File: src/rtl/hbridge_cmd_decoder.sv
module hbridge_cmd_decoder #(
  parameter int STANDBY_CYCLES = 50000,
  parameter int WAKE_CYCLES    = 1500,
  parameter int DEAD_CYCLES    = 20
) (
  input  logic       clk,
  input  logic       rst_n,
  input  logic       in_a,
  input  logic       in_b,
  input  logic       chop_req,
  input  logic       decay_fast,
  input  logic       fault_kill,
  output logic [1:0] hs_en,
  output logic [1:0] ls_en,
  output logic [1:0] hiz,
  output logic       standby,
  output logic       standby_exit
);

  localparam int IDLE_W = $clog2(STANDBY_CYCLES + 1);
  localparam int WAKE_W = $clog2(WAKE_CYCLES + 1);
  localparam int DEAD_W = $clog2(DEAD_CYCLES + 1);
  localparam logic [IDLE_W-1:0] IDLE_LAST = IDLE_W'(STANDBY_CYCLES - 1);
  localparam logic [WAKE_W-1:0] WAKE_LOAD = WAKE_W'(WAKE_CYCLES);
  localparam logic [DEAD_W-1:0] DEAD_LOAD = DEAD_W'(DEAD_CYCLES - 1);

  logic              sleep_q, exit_q;
  logic [IDLE_W-1:0] idle_cnt;
  logic [WAKE_W-1:0] wake_cnt;
  logic              drive_ok, any_in;
  logic [1:0]        want_hi, want_lo;
  logic [1:0]        hs_q, ls_q;

  assign any_in   = in_a | in_b;
  assign drive_ok = !sleep_q && (wake_cnt == '0) && !fault_kill;

  always_comb begin
    want_hi = 2'b00;
    want_lo = 2'b00;
    if (drive_ok) begin
      unique case ({in_a, in_b})
        2'b10: if (chop_req) begin
                 want_lo[0] = 1'b1;
                 want_hi[1] = decay_fast;
                 want_lo[1] = !decay_fast;
               end else begin
                 want_hi[0] = 1'b1;
                 want_lo[1] = 1'b1;
               end
        2'b01: if (chop_req) begin
                 want_lo[1] = 1'b1;
                 want_hi[0] = decay_fast;
                 want_lo[0] = !decay_fast;
               end else begin
                 want_hi[1] = 1'b1;
                 want_lo[0] = 1'b1;
               end
        2'b11: want_lo = 2'b11;
        default: ;
      endcase
    end
  end

  for (genvar h = 0; h < 2; h++) begin : g_half
    logic [DEAD_W-1:0] dead_cnt;

    always_ff @(posedge clk or negedge rst_n) begin
      if (!rst_n) begin
        hs_q[h]  <= 1'b0;
        ls_q[h]  <= 1'b0;
        dead_cnt <= '0;
      end else if (dead_cnt != '0) begin
        dead_cnt <= dead_cnt - 1'b1;
      end else if ((hs_q[h] && want_lo[h]) || (ls_q[h] && want_hi[h])) begin
        hs_q[h]  <= 1'b0;
        ls_q[h]  <= 1'b0;
        dead_cnt <= DEAD_LOAD;
      end else begin
        hs_q[h] <= want_hi[h];
        ls_q[h] <= want_lo[h];
      end
    end

    p_no_overlap_r7: assert property (@(posedge clk) disable iff (!rst_n)
      !(hs_en[h] && ls_en[h]));
    p_dead_hi_r6: assert property (@(posedge clk) disable iff (!rst_n)
      hs_en[h] |=> !ls_en[h]);
    p_dead_lo_r6: assert property (@(posedge clk) disable iff (!rst_n)
      ls_en[h] |=> !hs_en[h]);
  end

  always_ff @(posedge clk or negedge rst_n) begin
    if (!rst_n) begin
      sleep_q  <= 1'b0;
      exit_q   <= 1'b0;
      idle_cnt <= '0;
      wake_cnt <= '0;
    end else begin
      exit_q <= 1'b0;
      if (sleep_q) begin
        if (any_in) begin
          sleep_q  <= 1'b0;
          exit_q   <= 1'b1;
          wake_cnt <= WAKE_LOAD;
          idle_cnt <= '0;
        end
      end else begin
        if (wake_cnt != '0) wake_cnt <= wake_cnt - 1'b1;
        if (any_in) idle_cnt <= '0;
        else if (idle_cnt == IDLE_LAST) begin
          sleep_q  <= 1'b1;
          idle_cnt <= '0;
        end else idle_cnt <= idle_cnt + 1'b1;
      end
    end
  end

  assign hs_en        = hs_q;
  assign ls_en        = ls_q;
  assign hiz          = ~(hs_q | ls_q);
  assign standby      = sleep_q;
  assign standby_exit = exit_q;

  p_fault_r8: assert property (@(posedge clk) disable iff (!rst_n)
    fault_kill |=> (hs_en == 2'b00 && ls_en == 2'b00));
  p_coast_r4: assert property (@(posedge clk) disable iff (!rst_n)
    (!in_a && !in_b) |=> (hiz == 2'b11));
  p_sleep_off_r10: assert property (@(posedge clk) disable iff (!rst_n)
    standby |=> (hs_en == 2'b00 && ls_en == 2'b00));
  p_exit_edge_r11: assert property (@(posedge clk) disable iff (!rst_n)
    standby_exit |-> (!standby && $past(standby)));
  p_exit_once_r11: assert property (@(posedge clk) disable iff (!rst_n)
    standby_exit |=> !standby_exit);

endmodule

File: config.mk
export PLATFORM = sky130hd
export DESIGN_NAME = hbridge_cmd_decoder
export DESIGN_NICKNAME = d
export VERILOG_FILES = /design/src/rtl/hbridge_cmd_decoder.sv
export SDC_FILE = /design/constraint.sdc
export NUM_CORES = 1
export LEC_CHECK = 0
export ABC_CLOCK_PERIOD_IN_PS = 2400
export BUFFER_PORTS_ARGS = -buffer_cell sky130_fd_sc_hd__buf_2
export CORE_MARGIN = 3
export CORE_UTILIZATION = 54
export CTS_CLUSTER_DIAMETER = 150
export DETAILED_ROUTE_END_ITERATION = 7
export MAX_ROUTING_LAYER = met4
export PLACE_DENSITY = 0.79
export SLEW_MARGIN = 40
export SYNTH_ARGS = -nofsm -noshare
export SYNTH_HDL_FRONTEND = slang
export SYNTH_SLANG_ARGS = --single-unit
File: constraint.sdc
create_clock -name clk -period 2.4 [get_ports clk]
set_input_delay 0.24 -clock clk [delete_from_list [all_inputs] [get_ports clk]]
set_output_delay 0.24 -clock clk [all_outputs]
set_load 0.01 [all_outputs]
### Word level (Yosys, flattened, before mapping)

Cells that the tools add are included.

| operators by class | value |
|---|---|
| $add $sub $neg | 4 |
| equality and inequality tests | 5 |
| mux-type cells | 29 |
| bitwise gates (word level) | 3 |
| reductions and logical operators | 19 |

Operators by type and width:

| kind | count |
|---|---|
| two-way mux 16 bit | 4 |
| two-way mux 11 bit | 3 |
| two-way mux 5 bit | 4 |
| adder 16 x 1 -> 16 bit, second input constant | 1 |
| == test 16 bit, second input constant | 1 |
| two-way mux 1 bit | 14 |
| logical NOT 11 bit | 1 |
| nonzero test 11 bit | 1 |
| subtractor 11 x 1 -> 11 bit, second input constant | 1 |
| nonzero test 5 bit | 2 |
| subtractor 5 x 1 -> 5 bit, second input constant | 2 |
| logical AND 1 bit | 6 |
| case mux 2 bit (3 select lines) | 1 |
| nonzero test 2 bit | 3 |
| == test 2 bit, second input constant | 2 |
| two-way mux 2 bit | 2 |
| case mux 2 bit (2 select lines) | 1 |
| logical NOT 1 bit | 3 |
| == test 2 x 1 -> 1 bit, second input constant | 1 |
| logical OR 1 bit | 2 |
| inequality test 2 x 1 -> 1 bit, second input constant | 1 |
| inverter 2 bit | 1 |
| OR 2 bit | 1 |
| AND reduction 2 bit | 1 |
| OR 1 bit | 1 |

| word-level totals | value |
|---|---|
| flip-flop bits (word level) | 43 |
| input port bits | 7 |
| output and inout port bits | 8 |
| word-level logic and storage cells | 70 |

### Depth between registers and ports, before layout

Gate-level depths: netlist (run 1).

| logic depth | value |
|---|---|
| depth after elaboration | 8 |
| mapped depth | 9 |
| gate-level depth less buffers | 7 |

### Worst setup path after synthesis (run 1)

OpenSTA, ideal clock, no wires.

| timing | value |
|---|---|
| kind | register to register |
| from | register g_half[0].dead_cnt[0] |
| to | register g_half[0].dead_cnt[1] |
| library setup time | 0.079 ns |
| data arrival time | 1.853 ns |
| required time | 2.321 ns |
| slack | 0.467 ns |
| stages on the path, launching flop included | 8 |
| path buffers | 1 |
| clock period less this slack | 1.933 ns |
| cell sequence | dfrtp_1 > inv_1 > ha_1 > or3b_1 > or2_2 > clkbuf_1 > nor3_1 > mux2i_1 |

| on the way | value |
|---|---|
| word-level cells in the longest chain between the ends | 2 |
| elaborated cells between the ends (all ways) | 4 |
| those cells by class | add/sub: 1; mux: 1; reduce/logical: 2 |

Ends and longest elaborated chain:

| item | line | RTL |
|---|---|---|
| start, declared | 65 | `logic [DEAD_W-1:0] dead_cnt;` |
| start signal, assigned | 73 | `dead_cnt <= dead_cnt - 1'b1;` |
| subtractor 5 x 1 -> 5 bit or nonzero test 5 bit (tied branches) | 73, 72 |  |
| two-way mux 5 bit or nonzero test 2 bit (tied branches) | -- |  |

Parallel ways exist; a longest one is shown, timed or not.
A chain may end at the register's enable or synchronous reset.

### Worst setup path in the final report (run 1)

Same ends and word-level chain as after synthesis.

==> summary.md, run 1 <==
| Metric | Value |
|---|---|
| Status | `complete, no violations` |
| Leading area contributor after synthesis | `dfrtp_1` |
| Layout area overhead | `10.3%` |
| Ports | `15` |
| Worst setup startpoint | `g_half[0].dead_cnt[0]` |
| GPL Wtd Cong | `just under 0.9` |
| Worst VDD drop | `0.000266 V` |
| Post-synthesis sequential element count | `43` |
| Max Used Layer | `met4` |
| CP required | `2620 ps` |
| Fill count | `351` |
| Rows | `23` |
| Router iterations before antenna repair | `4` |
| Pwr per Cell Area | `a little over 500 nW/um^2` |
| Post-route ant nets | `0` |
| Post-synth EDFFs | `0` |
| Finish-stage setup viols | `0` |
| Sequential share of the synthesized area | `0.447` |
| Setup TNS | `0 ps` |
| Placed Cells | `312` |
| Critical path peak fanout | `6` |
| Maximum number of pins on one net before global-route repair | `44` |
| Via count | `between 1500 and 2000` |
| Port bufs | `14` |
| Wire length on met2 | `~2100 um` |
| Syn Std Cell Area | `2410 um^2` |
| Met3 wire length | `201 um` |
| F_max | `0.497 GHz` |
| Final hold vios | `0` |
| Crit path arrival time | `2240 ps` |
| Worst r2r src | `g_half[0].dead_cnt[0]` |
| Die Y | `just over 70 um` |
| Global-route wire length before repair | `8200 um` |
| Register-to-register setup slack | `390 ps` |
| Crit path buf inv count | `1` |
| Relative slew slack | `0.640` |
| Total CTS buffers | `5` |
| Ys Warns | `0` |
| RSZ-0062 raised after global routing | `no` |
| DR iter-0 viols | `94` |
| Yosys cell types | `44` |
| Finished Layout Cells | `321` |
| Area of the die | `between 5000 and 6000 um^2` |
| Syn nets | `269` |
| Synth async-reset ratio | `1.00` |
| CP cell instances | `inv_1 -> ha_1 -> or3b_1 -> or2_2 -> nor3_1 -> mux2i_1` |
| Max Cap Viol | `0` |
| Worst-margin pin slew | `around 540 ps` |
| Die width | `72.8 um` |
| Final wirelength | `4670 um` |
| Initial antenna violation count | `0` |
| Commonest non-fill, non-tap cell in the layout | `dfrtp_1` |
| Latest clock arrival within the worst-skew pair | `300 ps` |
| LEAKAGE | `1.21 nW` |
| CP Launch Type | `flip-flop` |
| Worst path max stage delay | `roughly 400 ps` |
| Vias in the first global route | `1850` |
| CTS tree | `yes` |
| DRC errors left | `0` |
| Mapped Avg Cell Area | `around 9.5 um^2` |
| Met1 wire length | `2280 um` |
| Share of the synthesized area in the top cell type | `0.447` |
| Endpoint class of the critical path | `flip-flop` |
| Period Utilization, post-route | `0.839` |
| Most frequent cells in the layout | `43 x dfrtp_1, 31 x nand2_1, 18 x nor2_1` |
| Worst Skew | `4.53 ps` |
| Reg clk slew, reported paths | `approximately 80 ps` |
| CP Class | `flip-flop to flip-flop` |
| CTS Sinks | `43` |
| HP Class | `input pin to flip-flop` |
| Overall Global Routing Usage | `0.203` |
| Syn Inst Count | `253` |
| Post-CTS setup buffer count | `0` |
| H-Tree Depth | `2` |
| Initial Util | `0.581` |
| ANT cells | `0` |
| Slowest CP cell | `dfrtp_1` |
| Main synth FF type | `dfrtp_1` |
| WL/cell | `14.5 um` |
| Clk root buf | `clkbuf_8` |
| Core footprint | `4140 um^2` |
| Final min period | `around 2000 ps` |
| Share of layout cells above drive strength 1 | `0.129` |
| Dpl hpwl | `3280 um` |
| Hold Crit Start | `fault_kill` |
| Grt ovf | `0` |
| Via/cell ratio | `6.00` |
| CP delay by family, top | `simple AND/OR/NAND/NOR gates` |
| Synth top area cells | `dfrtp_1 45%, nand2_1 4.8%, xnor2_1 4.7%, ha_1 4.7%, o31ai_1 3.1%` |
| Final #Nets | `286` |
| Clk buf depth | `2` |
| Slew Limit Fails | `0` |
[worst min-delay path, stage by stage]
cell	delay, ps
buf_2	100
nor3_1	50
nand4_2	110
or4_1	110
o21ai_1	50
[final timing paths]
path,end,cells after the start
min,ls_en[1],5
max in group asynchronous,standby,2
min reg2reg,idle_cnt[15],1
min in group asynchronous,g_half[0].dead_cnt[2],2
max,g_half[0].dead_cnt[1],6
max reg2reg,g_half[0].dead_cnt[1],6
[repair_timing]
item | CTS | global route
hold buffers | 1 | 0
hold endpoints to repair | 43 | 0
resized for setup | 0 | 0
[Yosys cell counts, drive strengths merged (3+ instances only)]
master  number
nor4         4
o211ai       6
or3          3
nor3b        6
or4          4
and2         6
a31oi        3
and3         5
nand2       31
xnor2       13
buf          3
o31ai       10
dfrtp       43
nor4b        3
clkbuf       5
inv         11
ha           9
and4         3
nor3        10
nor2        18
mux2i        4
nand3       10
nand4        8
nor2b        3
o21ai       13
[state kept, by name, summed over array words and instances, names as in the netlist]
name	flops
g_half.dead_cnt	10
hs_en	2
idle_cnt	16
ls_en	2
standby	1
standby_exit	1
wake_cnt	11
[power breakdown]
part	internal [mW]	switching (mW)
Combinational	0.0175	0.0359
Sequential	0.725	0.00169
Clock	0.310	0.258
Total	1.05	0.296
[kinds of logic (layout without fill, tap and decap cells)]
| kind of cell | after synthesis | after routing | share of synthesized area |
|---|---|---|---|
| fa+ha+maj | 9 | 9 | 0.0468 |
| buf+inv | 19 | 37 | 0.0307 |
| compound gates | 46 | 46 | 0.129 |
| mux | 4 | 4 | 0.0166 |
| flops | 43 | 43 | 0.447 |
| simple gates | 119 | 119 | 0.282 |
| xor+xnor | 13 | 13 | 0.0473 |
[area by class of cell]
class,instances,area [um^2],share of cell area
flip-flops and latches,43,1080,0.405
clock inverters,3,43.8,0.0165
repair buffers,18,105,0.0396
well taps,50,62.6,0.0236
multi-input cells,191,1260,0.474
clock buffers,5,68.8,0.0259
inverters,11,41.3,0.0156
[stage by stage]
step | instance area [um^2] | power (mW) | utilization | hold slack [ps] | setup WS, ps
2_1_floorplan | 2410 | 0.765 | - | -55.6 | 467
3_3_place_gp | 2530 | 0.793 | 0.611 | 436 | 501
3_5_place_dp | 2530 | 0.795 | 0.611 | 264 | 406
4_1_cts | 2660 | 1.36 | 0.641 | 386 | 388
5_1_grt | 2660 | 1.40 | 0.641 | 424 | 206
6_report | 2660 | 1.35 | 0.641 | 384 | 387
[routing by layer]
layer / GRT usage / vias to the layer above
li1: - / 955
met1: 0.260 / 927
met2: 0.313 / 39
met3: 0.0427 / 4
met4: 0.0840 / 0
met5: - / -
No activity file was read; power rests on OpenSTA's default activity.
==> run 2: changes to the inputs <==
ABC_AREA = 1   (was not set)
ABC_CLOCK_PERIOD_IN_PS = 1700   (was 2400)
PLACE_DENSITY = 0.82   (was 0.79)
clock period = 1.7 ns   (was 2.4 ns; I/O delays follow)
==> run 2 against run 1 <==
Compared with the run above: global-route usage rose by 0.74 points; core utilization up 1.8 points; register-to-register slack worse by 300 ps; final cell count up 31%; combinational power grew to 24 times the previous value; largest cell class unchanged.
==> summary.md, run 2 <==
| Metric | Value |
|---|---|
| Synth top area cells | `dfrtp_1 42%, nand2_1 10%, inv_1 8.0%, nand3_1 5.1%, nor2_1 5.0% (was dfrtp_1 45%, nand2_1 4.8%, xnor2_1 4.7%, ha_1 4.7%, o31ai_1 3.1%)` |
| Reg2Reg Depth | `11 (was 6)` |
| Post-synth EDFFs | `0 (unchanged)` |
| Slowest CP cell | `dfrtp_1 (unchanged)` |
| Biggest registers after layout | `idle_cnt x16, wake_cnt x11, g_half.dead_cnt x10 (unchanged)` |
| Synth Area in XOR/XNOR | `0.0273 (was 0.0473)` |
| R2r endpoint | `g_half[1].dead_cnt[1] (was g_half[0].dead_cnt[1])` |
| Sequential share of the synthesized area | `0.420 (was 0.447)` |
| Final hold slack | `217 ps (was 384 ps)` |
| Adder-cell share of the synthesized area | `0.0439 (was 0.0468)` |
| Hold Crit Endpoint | `hs_en[0] (was ls_en[1])` |
| CP required | `1890 ps (was 2620 ps)` |
| LEAKAGE | `1.45 nW (was 1.21 nW)` |
| Crit path arrival time | `1800 ps (was 2240 ps)` |
| Syn Inst Count | `337 (was 253)` |
| CP Launch Type | `flip-flop (unchanged)` |
| Endpoint class of the critical path | `flip-flop (unchanged)` |
| Initial antenna violation count | `0 (unchanged)` |
| Status | `complete, no violations (unchanged)` |
| Worst path max stage delay | `410 ps (about the same)` |
| Vias in the first global route | `2136 (was 1850)` |
| Most common cell in the netlist | `nand2_1 (was dfrtp_1)` |
| Post-synthesis sequential element count | `43 (unchanged)` |
| Max FFs per register | `16 (unchanged)` |
| Design Area, Final | `2950 um^2 (was 2660 um^2)` |
| Initial Util | `0.573 (was 0.581)` |
| Hold depth | `4 (was 5)` |
| Crit path buf inv count | `3 (was 1)` |
| Max Cap Viol | `0 (unchanged)` |
| DR iter-0 viols | `157 (was 94)` |
| Compound-Gate Fraction of Synth Area | `0.108 (was 0.129)` |
| Worst VDD drop | `0.000608 V (was 0.000266 V)` |
| CTS tree | `yes (unchanged)` |
| Share of the synthesized area in the top cell type | `0.420 (was 0.447)` |
| Leading area contributor after synthesis | `dfrtp_1 (unchanged)` |
| Overall Global Routing Usage | `0.210 (was 0.203)` |
| Final #Nets | `384 (was 286)` |
| Worst r2r src | `wake_cnt[1] (was g_half[0].dead_cnt[0])` |
| Period Utilization, post-route | `0.949 (was 0.839)` |
| Total CTS buffers | `5 (unchanged)` |
| Port bufs | `14 (unchanged)` |
| Die width | `74.9 um (was 72.8 um)` |
| Most frequent cells in the layout | `70 x nand2_1, 52 x inv_1, 43 x dfrtp_1 (was 43 x dfrtp_1, 31 x nand2_1, 18 x nor2_1)` |
| Most frequent cells after synthesis | `70 x nand2_1, 55 x inv_1, 43 x dfrtp_1 (was 43 x dfrtp_1, 31 x nand2_1, 18 x nor2_1)` |
| Dpl hpwl | `3780 um (was 3280 um)` |
| Most flop-heavy register | `idle_cnt (unchanged)` |
| Post-synthesis mux area share | `0 (was 0.0166)` |
| Pwr per Cell Area | `1230 nW/um^2 (was 508 nW/um^2)` |
| Worst Skew | `7.37 ps (was 4.53 ps)` |
| Critical path peak fanout | `5 (was 6)` |
| Final min period | `1610 ps (was 2010 ps)` |
| Finish-stage setup viols | `0 (unchanged)` |
| Relative slew slack | `0.662 (was 0.640)` |
| WL/cell | `12.6 um (was 14.5 um)` |
| Grt ovf | `0 (unchanged)` |
| Latest clock arrival within the worst-skew pair | `300 ps (about the same)` |
| Mapped Avg Cell Area | `7.61 um^2 (was 9.52 um^2)` |
| Hold Crit Start | `fault_kill (unchanged)` |
| Synth async-reset ratio | `1.00 (unchanged)` |
| CTS Sinks | `43 (unchanged)` |
| Layout area overhead | `15.0% (was 10.3%)` |
| Final wirelength | `5310 um (was 4670 um)` |
| GPL Wtd Cong | `0.864 (was 0.895)` |
| Area of the die | `5610 um^2 (was 5300 um^2)` |
| Clk buf depth | `2 (unchanged)` |
| Die Y | `74.9 um (was 72.8 um)` |
| Main combinational cell family by area after synthesis | `simple AND/OR/NAND/NOR gates (unchanged)` |
| Share of layout cells above drive strength 1 | `0.176 (was 0.129)` |
| Main synth FF type | `dfrtp_1 (unchanged)` |
| CP Class | `flip-flop to flip-flop (unchanged)` |
| Via count | `2213 (was 1925)` |
| Post-route ant nets | `0 (unchanged)` |
| Ports | `15 (unchanged)` |
| DRC errors left | `0 (unchanged)` |
| Slew Limit Fails | `0 (unchanged)` |
| Maximum number of pins on one net before global-route repair | `23 (was 44)` |
| Ys Warns | `0 (unchanged)` |
| CP cell instances | `inv_2 -> ha_4 -> inv_2 -> nor2_2 -> nand3_2 -> nor2_4 -> nand4_2 -> nand2_1 -> inv_2 -> nand3_1 -> nand2_1 (was inv_1 -> ha_1 -> or3b_1 -> or2_2 -> nor3_1 -> mux2i_1)` |
| Yosys cell types | `29 (was 44)` |
| Post-DP Area | `2750 um^2 (was 2530 um^2)` |
| Post-Synth Simple-Gate Area | `0.309 (was 0.282)` |
| Syn Std Cell Area | `2560 um^2 (was 2410 um^2)` |
| Via/cell ratio | `5.26 (was 6.00)` |
| Router iterations before antenna repair | `4 (unchanged)` |
| Final hold vios | `0 (unchanged)` |
| Commonest non-fill, non-tap cell in the layout | `nand2_1 (was dfrtp_1)` |
| Core footprint | `4470 um^2 (was 4140 um^2)` |
| ANT cells | `0 (unchanged)` |
| Worst-margin pin slew | `507 ps (was 540 ps)` |
| Rows | `24 (was 23)` |
| F_max | `0.620 GHz (was 0.497 GHz)` |
| Reg clk slew, reported paths | `80 ps (about the same)` |
| Global-route wire length before repair | `9000 um (was 8200 um)` |
| H-Tree Depth | `2 (unchanged)` |
| Clk root buf | `clkbuf_8 (unchanged)` |
| Syn nets | `353 (was 269)` |
| CP delay by family, top | `simple AND/OR/NAND/NOR gates (unchanged)` |
| Register-to-register setup slack | `90 ps (was 390 ps)` |
| HP Class | `input pin to flip-flop (unchanged)` |
| Crit path top cell by count | `inv_2` |
-- run 2: worst reg2reg max path, cell delays in order (launching register included) --
cell and delay (ps):
dfrtp_1 410, inv_2 90, ha_4 130, inv_2 30, nor2_2 70, nand3_2 90
nor2_4 250, nand4_2 110, nand2_1 130, inv_2 50, nand3_1 70, nand2_1 70
-- run 2: cell type report --
| type | count | area [um^2] |
|---|---|---|
| well taps | 52 | 65.1 |
| flip-flops and latches | 43 | 1080 |
| multi-input cells | 233 | 1300 |
| inverters | 59 | 224 |
| clock inverters | 2 | 35.0 |
| clock buffers | 6 | 82.6 |
| fillers | 349 | 1530 |
| repair buffers | 26 | 164 |
-- run 2: how the worst max path moves through the flow --
stage	start	end	cells past startpoint
2_1_floorplan	wake_cnt[0]	wake_cnt[3]	10
3_3_place_gp	wake_cnt[1]	wake_cnt[3]	10
3_5_place_dp	wake_cnt[1]	wake_cnt[2]	10
4_1_cts	wake_cnt[1]	wake_cnt[2]	10
5_1_grt	wake_cnt[1]	ls_en[1]	11
6_report	wake_cnt[1]	g_half[1].dead_cnt[1]	11
-- run 2: cells by family (layout without fill, tap and decap cells) --
group / Yosys count / after routing
DFF: 43 / 43
and+or+nand+nor: 164 / 164
adders and majority gates: 9 / 9
xor gates and xnor gates: 8 / 8
AOI/OAI and AO/OA: 52 / 52
buffers and inverters: 61 / 93
-- run 2: power breakdown --
group          switching, mW  leakage [nW]  internal (mW)
Combinational          0.777         0.828          0.511
Sequential             0.238         0.561           1.28
Clock                  0.339        0.0612          0.475
-- run 2: what timing repair did --
item                                    4_1_cts  5_1_grt
setup buffers                                 0        2
resized for setup                             0       15
endpoints found under the hold margin        20        0
hold buffers                                  1        0
endpoints found under the setup margin        0       16
-- run 2: metrics by stage --
stage	instances	util	power, mW	TNS (ps)	worst slack, ps
after floorplan	337	-	2.41	0	158
after global placement	409	0.614	2.67	0	135
after detailed placement	409	0.614	2.72	0	75.1
after CTS	418	0.642	3.56	0	52.2
after global routing	421	0.659	3.93	-35.1	-19.5
final	421	0.659	3.62	0	86.2
-- run 2: routing by layer --
| metal | global-route usage | vias up | routed length, um |
|---|---|---|---|
| met2 | 0.349 | 34 | 2690 |
| met3 | 0.0414 | 8 | 165 |
| met5 | - | - | 0 |
| met1 | 0.252 | 1022 | 2400 |
| met4 | 0.0791 | 0 | 56 |
| li1 | - | 1149 | - |
